## src/rtl/crbus_pkg.sv

```systemverilog
package crbus_pkg;
  // Step index; also selects which strobe is raised.
  typedef enum logic [1:0] {
    PH_ADDR   = 2'd0,
    PH_DATA   = 2'd1,
    PH_COMMIT = 2'd2,
    PH_READ   = 2'd3
  } phase_t;

  typedef enum logic [2:0] {
    ST_IDLE  = 3'd0,
    ST_SETUP = 3'd1,
    ST_RISE  = 3'd2,
    ST_FALL  = 3'd3
  } state_t;

  localparam int unsigned NUM_STROBES = 4;
endpackage

```

## src/rtl/crbus_poll_timer.sv

```systemverilog
module crbus_poll_timer #(
  parameter int unsigned POLL_CYC    = 5,
  parameter int unsigned TIMEOUT_CYC = 1000
) (
  input  logic clk,
  input  logic rst_n,
  input  logic run,
  input  logic clr,
  output logic tick,
  output logic last
);
  localparam int unsigned MAX_POLLS = (TIMEOUT_CYC / POLL_CYC) < 1 ? 1 : (TIMEOUT_CYC / POLL_CYC);
  localparam int unsigned PW = $clog2(POLL_CYC + 1);
  localparam int unsigned NW = $clog2(MAX_POLLS + 1);

  logic [PW-1:0] pcnt;
  logic [NW-1:0] ncnt;

  assign tick = run && (pcnt == PW'(POLL_CYC - 1));
  assign last = (ncnt == NW'(MAX_POLLS - 1));

  always_ff @(posedge clk) begin
    if (!rst_n || !run || clr) begin
      pcnt <= '0;
      ncnt <= '0;
    end else if (tick) begin
      pcnt <= '0;
      ncnt <= ncnt + 1'b1;
    end else begin
      pcnt <= pcnt + 1'b1;
    end
  end
endmodule

```

## src/rtl/crbus_strobe_dec.sv

```systemverilog
module crbus_strobe_dec #(
  parameter int unsigned N = 4
) (
  input  logic                 en,
  input  logic [$clog2(N)-1:0] sel,
  output logic [N-1:0]         stb
);
  for (genvar gi = 0; gi < N; gi++) begin : g_stb
    assign stb[gi] = en && (sel == ($clog2(N))'(gi));
  end
endmodule

```

## src/rtl/crbus_seq.sv

```systemverilog
module crbus_seq
  import crbus_pkg::*;
#(
  parameter int unsigned DW       = 16,
  parameter int unsigned HOLD_CYC = 2
) (
  input  logic          clk,
  input  logic          rst_n,
  input  logic          req_valid,
  input  logic          req_write,
  input  logic [DW-1:0] req_addr,
  input  logic [DW-1:0] req_wdata,
  output logic          req_ready,
  input  logic          phy_ack,
  input  logic [DW-1:0] phy_dout,
  input  logic          tick,
  input  logic          last,
  output logic          run,
  output logic          clr,
  output logic          strobe_en,
  output logic [1:0]    phase,
  output logic [DW-1:0] din,
  output logic          done,
  output logic          err,
  output logic [DW-1:0] rdata
);
  localparam int unsigned HW = $clog2(HOLD_CYC + 1) < 1 ? 1 : $clog2(HOLD_CYC + 1);

  state_t        st;
  phase_t        ph;
  logic          is_wr;
  logic [DW-1:0] wdata_q;
  logic [HW-1:0] hold_cnt;
  logic [HW-1:0] hold_end;
  logic          ack_ok;

  assign req_ready = (st == ST_IDLE);
  assign run       = (st == ST_RISE) || (st == ST_FALL);
  assign ack_ok    = (st == ST_RISE) ? phy_ack : !phy_ack;
  assign clr       = tick && ack_ok;
  assign strobe_en = (st == ST_RISE);
  assign phase     = ph;
  assign hold_end  = (ph == PH_ADDR || ph == PH_DATA) ? HW'(HOLD_CYC - 1) : '0;

  always_ff @(posedge clk) begin
    if (!rst_n) begin
      st       <= ST_IDLE;
      ph       <= PH_ADDR;
      is_wr    <= 1'b0;
      wdata_q  <= '0;
      hold_cnt <= '0;
      din      <= '0;
      done     <= 1'b0;
      err      <= 1'b0;
      rdata    <= '0;
    end else begin
      done <= 1'b0;
      err  <= 1'b0;
      unique case (st)
        ST_IDLE: if (req_valid) begin
          st       <= ST_SETUP;
          ph       <= PH_ADDR;
          is_wr    <= req_write;
          wdata_q  <= req_wdata;
          din      <= req_addr;
          hold_cnt <= '0;
        end
        ST_SETUP: begin
          if (hold_cnt == hold_end) st <= ST_RISE;
          else hold_cnt <= hold_cnt + 1'b1;
        end
        ST_RISE: if (tick) begin
          if (phy_ack) begin
            if (ph == PH_READ) rdata <= phy_dout;
            st <= ST_FALL;
          end else if (last) begin
            err <= 1'b1;
            st  <= ST_IDLE;
          end
        end
        ST_FALL: if (tick) begin
          if (!phy_ack) begin
            hold_cnt <= '0;
            unique case (ph)
              PH_ADDR: begin
                st  <= ST_SETUP;
                ph  <= is_wr ? PH_DATA : PH_READ;
                din <= is_wr ? wdata_q : '0;
              end
              PH_DATA: begin
                st <= ST_SETUP;
                ph <= PH_COMMIT;
              end
              default: begin
                done <= 1'b1;
                st   <= ST_IDLE;
              end
            endcase
          end else if (last) begin
            err <= 1'b1;
            st  <= ST_IDLE;
          end
        end
        default: st <= ST_IDLE;
      endcase
    end
  end
endmodule

```

## src/rtl/crbus_master.sv

```systemverilog
module crbus_master
  import crbus_pkg::*;
#(
  parameter int unsigned DW          = 16,
  parameter int unsigned HOLD_CYC    = 2,
  parameter int unsigned POLL_CYC    = 5,
  parameter int unsigned TIMEOUT_CYC = 1000
) (
  input  logic          clk,
  input  logic          rst_n,
  input  logic          req_valid,
  output logic          req_ready,
  input  logic          req_write,
  input  logic [DW-1:0] req_addr,
  input  logic [DW-1:0] req_wdata,
  output logic          rsp_done,
  output logic          rsp_err,
  output logic [DW-1:0] rsp_rdata,
  output logic [DW-1:0] phy_din,
  output logic          phy_cap_addr,
  output logic          phy_cap_data,
  output logic          phy_wr_stb,
  output logic          phy_rd_stb,
  input  logic          phy_ack,
  input  logic [DW-1:0] phy_dout
);
  logic                   tick, last, run, clr, strobe_en;
  logic [1:0]             phase;
  logic [NUM_STROBES-1:0] stb;

  crbus_seq #(.DW(DW), .HOLD_CYC(HOLD_CYC)) u_seq (
    .clk(clk), .rst_n(rst_n),
    .req_valid(req_valid), .req_write(req_write),
    .req_addr(req_addr), .req_wdata(req_wdata), .req_ready(req_ready),
    .phy_ack(phy_ack), .phy_dout(phy_dout),
    .tick(tick), .last(last), .run(run), .clr(clr),
    .strobe_en(strobe_en), .phase(phase), .din(phy_din),
    .done(rsp_done), .err(rsp_err), .rdata(rsp_rdata)
  );

  crbus_poll_timer #(.POLL_CYC(POLL_CYC), .TIMEOUT_CYC(TIMEOUT_CYC)) u_timer (
    .clk(clk), .rst_n(rst_n), .run(run), .clr(clr), .tick(tick), .last(last)
  );

  crbus_strobe_dec #(.N(NUM_STROBES)) u_dec (
    .en(strobe_en), .sel(phase), .stb(stb)
  );

  assign phy_cap_addr = stb[PH_ADDR];
  assign phy_cap_data = stb[PH_DATA];
  assign phy_wr_stb   = stb[PH_COMMIT];
  assign phy_rd_stb   = stb[PH_READ];
endmodule

```

## config.mk

```make
export PLATFORM = sky130hd
export DESIGN_NAME = crbus_master
export DESIGN_NICKNAME = d
export VERILOG_FILES = /design/src/rtl/crbus_pkg.sv /design/src/rtl/crbus_poll_timer.sv /design/src/rtl/crbus_strobe_dec.sv /design/src/rtl/crbus_seq.sv /design/src/rtl/crbus_master.sv
export SDC_FILE = /design/constraint.sdc
export NUM_CORES = 1
export LEC_CHECK = 0
export BUFFER_PORTS_ARGS = -buffer_cell sky130_fd_sc_hd__buf_4
export CELL_PAD_IN_SITES_DETAIL_PLACEMENT = 1
export CELL_PAD_IN_SITES_GLOBAL_PLACEMENT = 2
export CORE_ASPECT_RATIO = 0.6
export CORE_MARGIN = 1
export CORE_UTILIZATION = 30
export DETAILED_ROUTE_END_ITERATION = 12
export GPL_TIMING_DRIVEN = 0
export PLACE_DENSITY = 0.85
export SETUP_SLACK_MARGIN = 0.15
export SLEW_MARGIN = 40
export SYNTH_ARGS = -nofsm -noshare
export SYNTH_HDL_FRONTEND = slang
export SYNTH_SLANG_ARGS = --single-unit
```

## constraint.sdc

```tcl
create_clock -name clk -period 2.8 [get_ports clk]
set_input_delay 0.14 -clock clk [delete_from_list [all_inputs] [get_ports clk]]
set_output_delay 0.14 -clock clk [all_outputs]
set_load 0.03 [all_outputs]
```

==> flow_summary.yaml, run 1 <==
grt:
  gr-max-usage-layer: "met2"
  grt_util_met3_pct: 7.346
  grt_pass1_wl_mm: 16.10
  antenna_found_initial: 0
  track_usage_pct: 19.41
  grt_use_met2_pct: 29.18
  grt-ovfl-total: 0
  grt_max_degree: 13
  first_global_vias: 3062
  grt_use_met1_pct: 25.89
cts:
  path_clk_slew_ns: 0.05
  clkLatencyLatePin_ns: 0.33
  cts.htree.levels: 3
  cts_setup_buffers: 0
  cts_tree: "done"
  cts-hold-fix-buffers: 0
  cts.sinks: 69
  root_buffer: "clkbuf_16"
  cts_buffers: 9
  clk_path_buf_depth: 2
  post_cts_resized: 0
detailed_routing:
  dr.pass1.iters: 6
  wirelength_mm: 9.835
  drt-wirelength-per-cell_microns: 16.07
  postRouteAntennaNets: 0
  vias: 2967
  drt_iter0_drc: 107
  vias_per_cell: 4.848
  drc: 0
power_and_ir_drop:
  power.internal_w: 0.001934
  total_leakage_power_nw: 1.945
  p_switching_w: 0.0005910
  p_comb_share_pct: 10.2
  clkPwrFrac_pct: 49.0
  power_frac_seq_pct: 40.8
  vdd_drop_max_mv: 0.2969
  netSwitchingFraction_pct: 23.40
  total_power_w: 0.002525
  p_per_area_nw_per_um2: 581.7
final_layout:
  layout.nets: 528
  drive_above_1_share_pct: 28.30
  area_growth_pct: 36.56
  num_antenna_cells: 0
floorplanning:
  io_pins: 92
  die_y_microns: 81.74
  rows: 28
  initial_core_util_pct: 31.51
  die_area_sq_um: 11030
  core-area_sq_um: 10090
  die_w_microns: 134.9
critical_path:
  crit_slowest_cell: "dfxtp_1"
  path_max_fanout: 10
  max_stage_delay_ns: 0.33
  cp-end-kind: "flop"
  worstSetupStartpoint: "u_timer.pcnt[0]"
  worstSetupEndpoint: "u_seq.rdata[7]"
  timing.rr.start: "u_timer.pcnt[0]"
  r2r-end: "u_seq.rdata[7]"
  worst-r2r-setup-slack_ns: 0.73
  arrival_ns: 2.27
  crit_chain: "inv_1, ha_1, and4b_1, buf_2, nand4_1, clkbuf_1, nand3_1, o21ai_0"
  required_ns: 3.00
  crit_type: "reg2reg"
  worstRegToRegCells: 8
  crit_path_start_kind: "flop"
synthesis:
  ys_ff_latch: 69
  syn_nets: 428
  seq_area_frac_synth_pct: 43.45
  avgSynthCellArea_sq_um: 8.547
  yosys.area.top_type_share_pct: 43.45
  synth_cell_types: 48
  ys_async_sr_fraction_pct: 0
  yosys.area.top_type: "dfxtp_1"
  syn_inst: 372
  syn_area_sq_um: 3179
  synth_edf_count: 0
  synthTopCellsByCount: "78 x nand2_1, 69 x dfxtp_1, 43 x nand3_1"
  synthFlopType: "dfxtp_1"
  synth_warnings: 0
  yosys.cell_count.top_type: "nand2_1"
  synth_area_leaders: "dfxtp_1 43%, nand2_1 9.2%, nand3_1 6.8%"
timing:
  worst_pin_slew_ns: 0.6678
  fin_setup_tns_ns: 0
  fmax_mhz: 482.8
  drv_slew: 0
  skew_ns: 0.004953
  finalHoldViolCount: 0
  relSlewSlack_pct: 55.28
  setup_violations: 0
  rsz0062_at_grt: "false"
  layout_min_cycle_time_ns: 2.071
  fin_crit_sh_pct: 73.97
place:
  io_buffers: 89
  place_congestion: 0.7833
  hpwl_mm: 7.442
flow_run:
  drv_cap: 0
run_status:
  outcome: "complete, no violations"
hold_path:
  hold_path_class: "in2reg"
cell type report:
type / instances / area (sq um)
fillers: 1220 / 5748
multi-input cells: 267 / 1604
flip-flops and latches: 69 / 1381
repair buffers: 89 / 668.1
clock buffers: 10 / 239.0
plain buffers: 31 / 175.2
well taps: 135 / 168.9
clock inverters: 6 / 86.33
inverters: 5 / 18.77
worst max-delay path, delay by kind of cell (launching register included):
family | cells | cell delay (ns)
buffers and inverters | 3 | 0.57
AND/OR/NAND/NOR | 3 | 0.63
flip-flops | 1 | 0.33
adder cells (fa/ha/maj) | 1 | 0.32
AO/OA/AOI/OAI | 1 | 0.09
metrics by stage:
step	std cells	util (%)	area, sq um	setup WS, ns	hold WS (ns)
4_1_cts	612	43.03	4342	0.6952	0.04204
3_5_place_dp	596	39.81	4016	0.7015	0.3939
5_1_grt	612	43.03	4342	0.5217	0.04864
2_1_floorplan	372	-	3179	0.8464	0.2726
3_3_place_gp	596	39.81	4016	0.7930	0.3847
6_report	612	43.03	4342	0.7290	0.05326
cells in the final DEF (no fill, tap or decap), drive strengths merged, types with 2 or more instances in the layout:
master and n:
clkbuf 22, dfxtp 69, nand4 4, nor2b 7, a21oi 2, and3 2, o211a 16, nand3b 2
a21boi 18, xor2 3, buf 108, o21ai 21, inv 5, nor2 14, clkinv 3, o21bai 2
and2 3, nand3 53, ha 3, nand2 78, nand4b 4, bufinv 2, xnor2 8, nor3b 2
nor3 6, nor4bb 2
sequential cells by signal (all words and copies together), names as in the netlist:
register / flops
u_seq.done: 1
u_seq.din: 16
u_seq.st: 3
u_seq.rdata: 16
u_seq.wdata_q: 16
u_timer.ncnt: 8
u_seq.phase: 2
u_seq.hold_cnt: 2
u_timer.pcnt: 3
u_seq.is_wr: 1
u_seq.err: 1
routing by layer:
| layer | wire length (microns) | share of wire [%] |
|---|---|---|
| met3 | 827 | 8.4 |
| met1 | 4807 | 49 |
| met2 | 4128 | 42 |
| met5 | 0 | 0 |
| met4 | 72 | 0.73 |
power by group through the flow:
| stage | Sequential, W | Clock, W | Combinational [W] |
|---|---|---|---|
| 2_1_floorplan | 0.00108 | 0 | 0.000109 |
| 3_3_place_gp | 0.00105 | 0 | 0.000253 |
| 3_5_place_dp | 0.00105 | 0 | 0.000258 |
| 4_1_cts | 0.00103 | 0.00127 | 0.000260 |
| 5_1_grt | 0.00103 | 0.00132 | 0.000282 |
| 6_report | 0.00103 | 0.00124 | 0.000257 |
worst min-delay path by stage:
stage                      startpoint             end  slack (ns)  cells after the start
after global placement    phy_dout[4]  u_seq.rdata[4]        0.38                      3
after global routing      phy_dout[3]  u_seq.rdata[3]        0.05                      3
final                     phy_dout[3]  u_seq.rdata[3]        0.05                      3
after floorplan           phy_dout[2]  u_seq.rdata[2]        0.27                      2
after detailed placement  phy_dout[3]  u_seq.rdata[3]        0.39                      3
after CTS                 phy_dout[3]  u_seq.rdata[3]        0.04                      3
logic make-up after synthesis:
group | synth area share, %
compound gates | 16.14
flops | 43.45
simple gates | 29.99
other cells | 0.1180
xor+xnor | 3.031
buf+inv | 6.100
fa+ha+maj | 1.181
(Power assumes the default switching activity.)
==> run 2, diff against run 1 <==
--- a/config.mk
+++ b/config.mk
@@ -10,10 +10,10 @@
 export CELL_PAD_IN_SITES_GLOBAL_PLACEMENT = 2
 export CORE_ASPECT_RATIO = 0.6
 export CORE_MARGIN = 1
-export CORE_UTILIZATION = 30
+export CORE_UTILIZATION = 27
 export DETAILED_ROUTE_END_ITERATION = 12
 export GPL_TIMING_DRIVEN = 0
-export PLACE_DENSITY = 0.85
+export PLACE_DENSITY = 0.81
 export SETUP_SLACK_MARGIN = 0.15
 export SLEW_MARGIN = 40
 export SYNTH_ARGS = -nofsm -noshare
==> constraint.sdc (replaced) <==
create_clock -name clk -period 1.9 [get_ports clk]
set_input_delay 0.095 -clock clk [delete_from_list [all_inputs] [get_ports clk]]
set_output_delay 0.095 -clock clk [all_outputs]
set_load 0.03 [all_outputs]
==> run 2 against run 1 <==
Cell area up 7.3%. Sequential share of layout area down 2.1 points. First-iteration DRC count down 33%. Utilization down 2.1 points. Worst hold slack worse by 0.044 ns. Cell count up 6.4%. Sequential power up 48%. Register-to-register slack worse by 0.62 ns. Via count up 3.9%. Die area up 11%. Largest cell class unchanged.
==> flow_summary.yaml, run 2 (synthesis gave the netlist of run 1 again) <==
cts:
  cts_tree: "done"
  clkLatencyLatePin_ns: 0.33
  path_clk_slew_ns: 0.06
  cts.htree.levels: 3
  clk_path_buf_depth: 2
  root_buffer: "clkbuf_16"
  cts.sinks: 69
  cts-hold-fix-buffers: 0
  cts_buffers: 9
detailed_routing:
  drt-wirelength-per-cell_microns: 16.61
  dr.pass1.iters: 4
  drt_iter0_drc: 72
  postRouteAntennaNets: 0
  vias_per_cell: 4.737
  wl_met3_microns: 958
  wl_met2_mm: 4.585
  routed.top_layer: "met4"
  wirelength_mm: 10.81
  vias: 3084
  wl_met1_mm: 5.179
  drc: 0
critical_path:
  crit_chain: "buf_6, or4b_4, buf_8, o41ai_4, buf_6, buf_12, buf_8, nand3_2, o211a_1"
  r2r-end: "u_seq.din[2]"
  crit_buf_inv: 5
  required_ns: 2.12
  worstRegToRegCells: 9
  cp.depth: 9
  arrival_ns: 2.01
  max_stage_delay_ns: 0.48
  worstSetupEndpoint: "u_seq.din[2]"
  cp-end-kind: "flop"
  path_max_fanout: 5
  worst-r2r-setup-slack_ns: 0.11
  crit_path_start_kind: "flop"
  crit_slowest_cell: "or4b_4"
  worstSetupStartpoint: "u_seq.st[1]"
  timing.rr.start: "u_seq.st[1]"
  cp_top_family: "buffers and inverters"
  crit_type: "reg2reg"
flow_run:
  drv_cap: 0
grt:
  antenna_found_initial: 0
  first_global_vias: 3232
  grt_max_degree: 12
  track_usage_pct: 18.44
  grt_pass1_wl_mm: 17.11
  grt-ovfl-total: 0
timing:
  layout_min_cycle_time_ns: 1.789
  relSlewSlack_pct: 56.43
  fin_setup_tns_ns: 0
  fmax_mhz: 558.9
  skew_ns: 0.003944
  finalHoldViolCount: 0
  drv_slew: 0
  rsz0062_at_grt: "true"
  setup_violations: 0
  fin_crit_sh_pct: 94.17
  worst_pin_slew_ns: 0.6506
floorplanning:
  io_pins: 92
  die_w_microns: 142.1
  core-area_sq_um: 11370
  rows: 30
  die_area_sq_um: 12230
  die_y_microns: 86.06
  initial_core_util_pct: 27.95
power_and_ir_drop:
  vdd_drop_max_mv: 0.4865
  total_leakage_power_nw: 2.059
  p_per_area_nw_per_um2: 795.9
final_layout:
  area_growth_pct: 46.56
  final_common_cell: "buf_4"
  num_antenna_cells: 0
  final_cell_mix: "100 x buf_4, 78 x nand2_1, 65 x dfxtp_1"
  final_area_sq_um: 4659
  reg_top3: "u_seq.din x16, u_seq.rdata x16, u_seq.wdata_q x16"
  drive_above_1_share_pct: 33.81
  layout.nets: 542
  post-route-util_pct: 40.97
  n_fill_cell: 1351
place:
  place_congestion: 0.7858
  io_buffers: 89
  placed_cell_area_sq_um: 4053
  hpwl_mm: 7.857
run_status:
  outcome: "complete, no violations"
hold_path:
  hold_path_class: "in2reg"
==> run 2: changes by cell type in the layout (fill, tap and decap cells not counted), sizes merged <==
cell    before  now
buf        108  125
bufinv       2    1
clkinv       3    1
==> run 2: routing by layer <==
| metal | vias to the layer above | global-route usage (%) |
|---|---|---|
| met5 | - | 0 |
| met4 | 0 | 4.008 |
| met3 | 12 | 7.594 |
| met2 | 94 | 28.48 |
| met1 | 1463 | 23.97 |
| li1 | 1515 | - |
==> run 2: cell type report <==
| class | count | area (sq um) | area share, % |
|---|---|---|---|
| repair buffers | 103 | 858.3 | 18.42 |
| plain buffers | 31 | 211.5 | 4.538 |
| flip-flops and latches | 69 | 1386 | 29.75 |
| clock inverters | 3 | 42.54 | 0.9130 |
| multi-input cells | 267 | 1672 | 35.88 |
| inverters | 5 | 18.77 | 0.4028 |
| clock buffers | 13 | 270.3 | 5.800 |
| well taps | 160 | 200.2 | 4.296 |
==> run 2: worst min-delay path by stage <==
| stage | start | end | slack (ns) | cells after the start |
|---|---|---|---|---|
| finish | phy_dout[4] | u_seq.rdata[4] | 0.009 | 3 |
| global route | phy_dout[9] | u_seq.rdata[9] | 0.002 | 3 |
| CTS | phy_dout[4] | u_seq.rdata[4] | 0.002 | 3 |
| detailed placement | phy_dout[3] | u_seq.rdata[3] | 0.35 | 3 |
| global placement | phy_dout[4] | u_seq.rdata[4] | 0.34 | 3 |
| floorplan | phy_dout[2] | u_seq.rdata[2] | 0.23 | 2 |
==> run 2: worst min-delay path: stages <==
cell     delay (ns)
buf_4          0.11
nand2_1        0.05
o21ai_1        0.05
==> run 2: power breakdown <==
group          internal (W)  switching, W  total (W)
logic              0.000218      0.000220   0.000438
registers           0.00149     0.0000290    0.00152
clock network       0.00112      0.000627    0.00175
total               0.00283      0.000876    0.00371
==> run 2: what timing repair did <==
item                                    4_1_cts  5_1_grt
setup buffers                                 9        3
gates resized for setup                      17       23
gates cloned                                  2        0
pin swaps                                     2        3
hold endpoints to repair                      0        0
endpoints found under the setup margin       36       49
==> run 2: through the flow <==
step / cells / hold WS (ns) / total power [W] / worst slack, ns
final: 651 / 0.009050 / 0.003708 / 0.1107
after global routing: 651 / 0.002149 / 0.003859 / 0.06959
after CTS: 648 / 0.002030 / 0.003744 / 0.1222
after detailed placement: 621 / 0.3540 / 0.001938 / -0.1463
after global placement: 621 / 0.3402 / 0.001925 / -0.08086
after floorplan: 372 / 0.2276 / 0.001753 / 0.2244
==> run 3, diff against run 2 <==
--- a/config.mk
+++ b/config.mk
@@ -12,7 +12,6 @@
 export CORE_MARGIN = 1
 export CORE_UTILIZATION = 27
 export DETAILED_ROUTE_END_ITERATION = 12
-export GPL_TIMING_DRIVEN = 0
 export PLACE_DENSITY = 0.81
 export SETUP_SLACK_MARGIN = 0.15
 export SLEW_MARGIN = 40
==> run 3 against run 2 <==
Combinational power fell by 14%. Utilization fell by 1.8 points. Largest cell class unchanged. Flip-flop and latch count stayed put. Register-to-register slack improved by 0.09 ns. Cell area shrank 4.4%. Cell count decreased by 3.4%. Critical path depth is 3 lower.
==> flow_summary.yaml, run 3 (synthesis gave the netlist of run 1 again) <==
run_status:
  outcome: "complete, no violations"
detailed_routing:
  drt-wirelength-per-cell_microns: 15.06
  vias: 2954
  dr.pass1.iters: 4
  postRouteAntennaNets: 0
  wirelength_mm: 9.470
  vias_per_cell: 4.696
  drc: 0
  drt_iter0_drc: 120
grt:
  grt-ovfl-total: 0
  grt_pass1_wl_mm: 15.30
  antenna_found_initial: 0
  track_usage_pct: 16.24
  grt_max_degree: 42
  first_global_vias: 2928
final_layout:
  final_cell_mix: "108 x buf_4, 78 x nand2_1, 68 x dfxtp_1"
  area_growth_pct: 40.18
  reg_top3: "u_seq.din x16, u_seq.rdata x16, u_seq.wdata_q x16"
  final_common_cell: "buf_4"
  drive_above_1_share_pct: 31.13
  final_area_sq_um: 4457
  num_antenna_cells: 0
  n_fill_cell: 1377
  instances_no_fill: 629
  layout.nets: 520
timing:
  worst_pin_slew_ns: 0.5166
  fmax_mhz: 589.4
  setup_violations: 0
  rsz0062_at_grt: "true"
  finalHoldViolCount: 0
  relSlewSlack_pct: 65.51
  fin_crit_sh_pct: 89.30
  layout_min_cycle_time_ns: 1.697
  drv_slew: 0
  skew_ns: 0.004324
  fin_setup_tns_ns: 0
critical_path:
  cp_top_family: "compound AO/OA/AOI/OAI gates"
  crit_slowest_cell: "dfxtp_1"
  crit_type: "reg2reg"
  arrival_ns: 1.89
  crit_path_start_kind: "flop"
  required_ns: 2.10
  max_stage_delay_ns: 0.37
  cp-end-kind: "flop"
  crit_chain: "ha_1, nor4bb_1, buf_4, nand3_1, a32oi_2, o22ai_1"
  crit_buf_inv: 1
  path_max_fanout: 4
place:
  place_congestion: 0.7927
  io_buffers: 91
  placed_cell_area_sq_um: 4053
  hpwl_mm: 6.869
  placed_cells: 610
cts:
  clk_path_buf_depth: 2
  clkLatencyLatePin_ns: 0.33
  cts.htree.levels: 3
  cts_tree: "done"
  cts.sinks: 69
  path_clk_slew_ns: 0.06
  root_buffer: "clkbuf_16"
  cts_buffers: 9
floorplanning:
  die_area_sq_um: 12230
  die_w_microns: 142.1
  die_y_microns: 86.06
  rows: 30
  initial_core_util_pct: 27.95
  io_pins: 92
  core-area_sq_um: 11370
power_and_ir_drop:
  p_per_area_nw_per_um2: 853.4
  total_leakage_power_nw: 1.985
  total_power_w: 0.003803
  vdd_drop_max_mv: 0.5029
flow_run:
  drv_cap: 0
hold_path:
  hold_path_class: "in2reg"
==> run 3: area by class of cell <==
type | count | area (sq um) | share of cell area, %
Clock inverter | 7 | 113.9 | 2.555
Timing Repair Buffer | 112 | 885.9 | 19.88
Sequential cell | 69 | 1383 | 31.02
Inverter | 5 | 18.77 | 0.4211
Clock buffer | 9 | 225.2 | 5.053
Tap cell | 160 | 200.2 | 4.492
Multi-Input combinational cell | 267 | 1630 | 36.58
==> run 3: where the power goes <==
group / leakage (nW) / internal [W] / switching, W
clock network: 0.169 / 0.00128 / 0.000627
logic: 1.25 / 0.000182 / 0.000193
registers: 0.562 / 0.00149 / 0.0000329
total: 1.98 / 0.00295 / 0.000852
==> run 3: path summary, 6_finish.rpt <==
path,from,to,slack (ns),cells after the start
max,u_timer.ncnt[0],u_seq.st[0],0.20,6
min,phy_dout[4],u_seq.rdata[4],0.01,3
min reg2reg,u_timer.pcnt[0],u_timer.pcnt[0],0.45,1
max reg2reg,u_timer.ncnt[0],u_seq.st[0],0.20,6
==> run 3: per-layer routing <==
layer,up-vias,wire length (microns),global-route usage [%]
met5,-,0,0
met4,0,82,4.106
met3,7,833,6.979
met2,87,3794,23.31
met1,1392,4760,22.09
li1,1468,-,-
==> run 3: what timing repair did <==
| item | CTS | global route |
|---|---|---|
| hold endpoints to repair | 1 | 0 |
| resized for setup | 2 | 3 |
| hold buffers | 1 | 0 |
| buffers inserted | 0 | 1 |
| pin swaps | 0 | 1 |
| cloned | 0 | 1 |
| setup endpoints to repair | 8 | 38 |
==> run 3: worst reg2reg max path, cell delays in order (launching register included) <==
cell and delay, ns:
dfxtp_1 0.37, ha_1 0.24, nor4bb_1 0.22, buf_4 0.17, nand3_1 0.12, a32oi_2 0.32
o22ai_1 0.13
==> run 3: stage by stage <==
step / hold slack (ns) / util (%) / setup slack [ns]
3_5_place_dp: 0.3507 / 35.63 / 0.1262
4_1_cts: 0.0001665 / 38.77 / 0.1685
2_1_floorplan: 0.2276 / - / 0.2244
3_3_place_gp: 0.3358 / 35.63 / 0.1933
6_report: 0.01324 / 39.19 / 0.2034
5_1_grt: 0.01325 / 39.19 / 0.1241
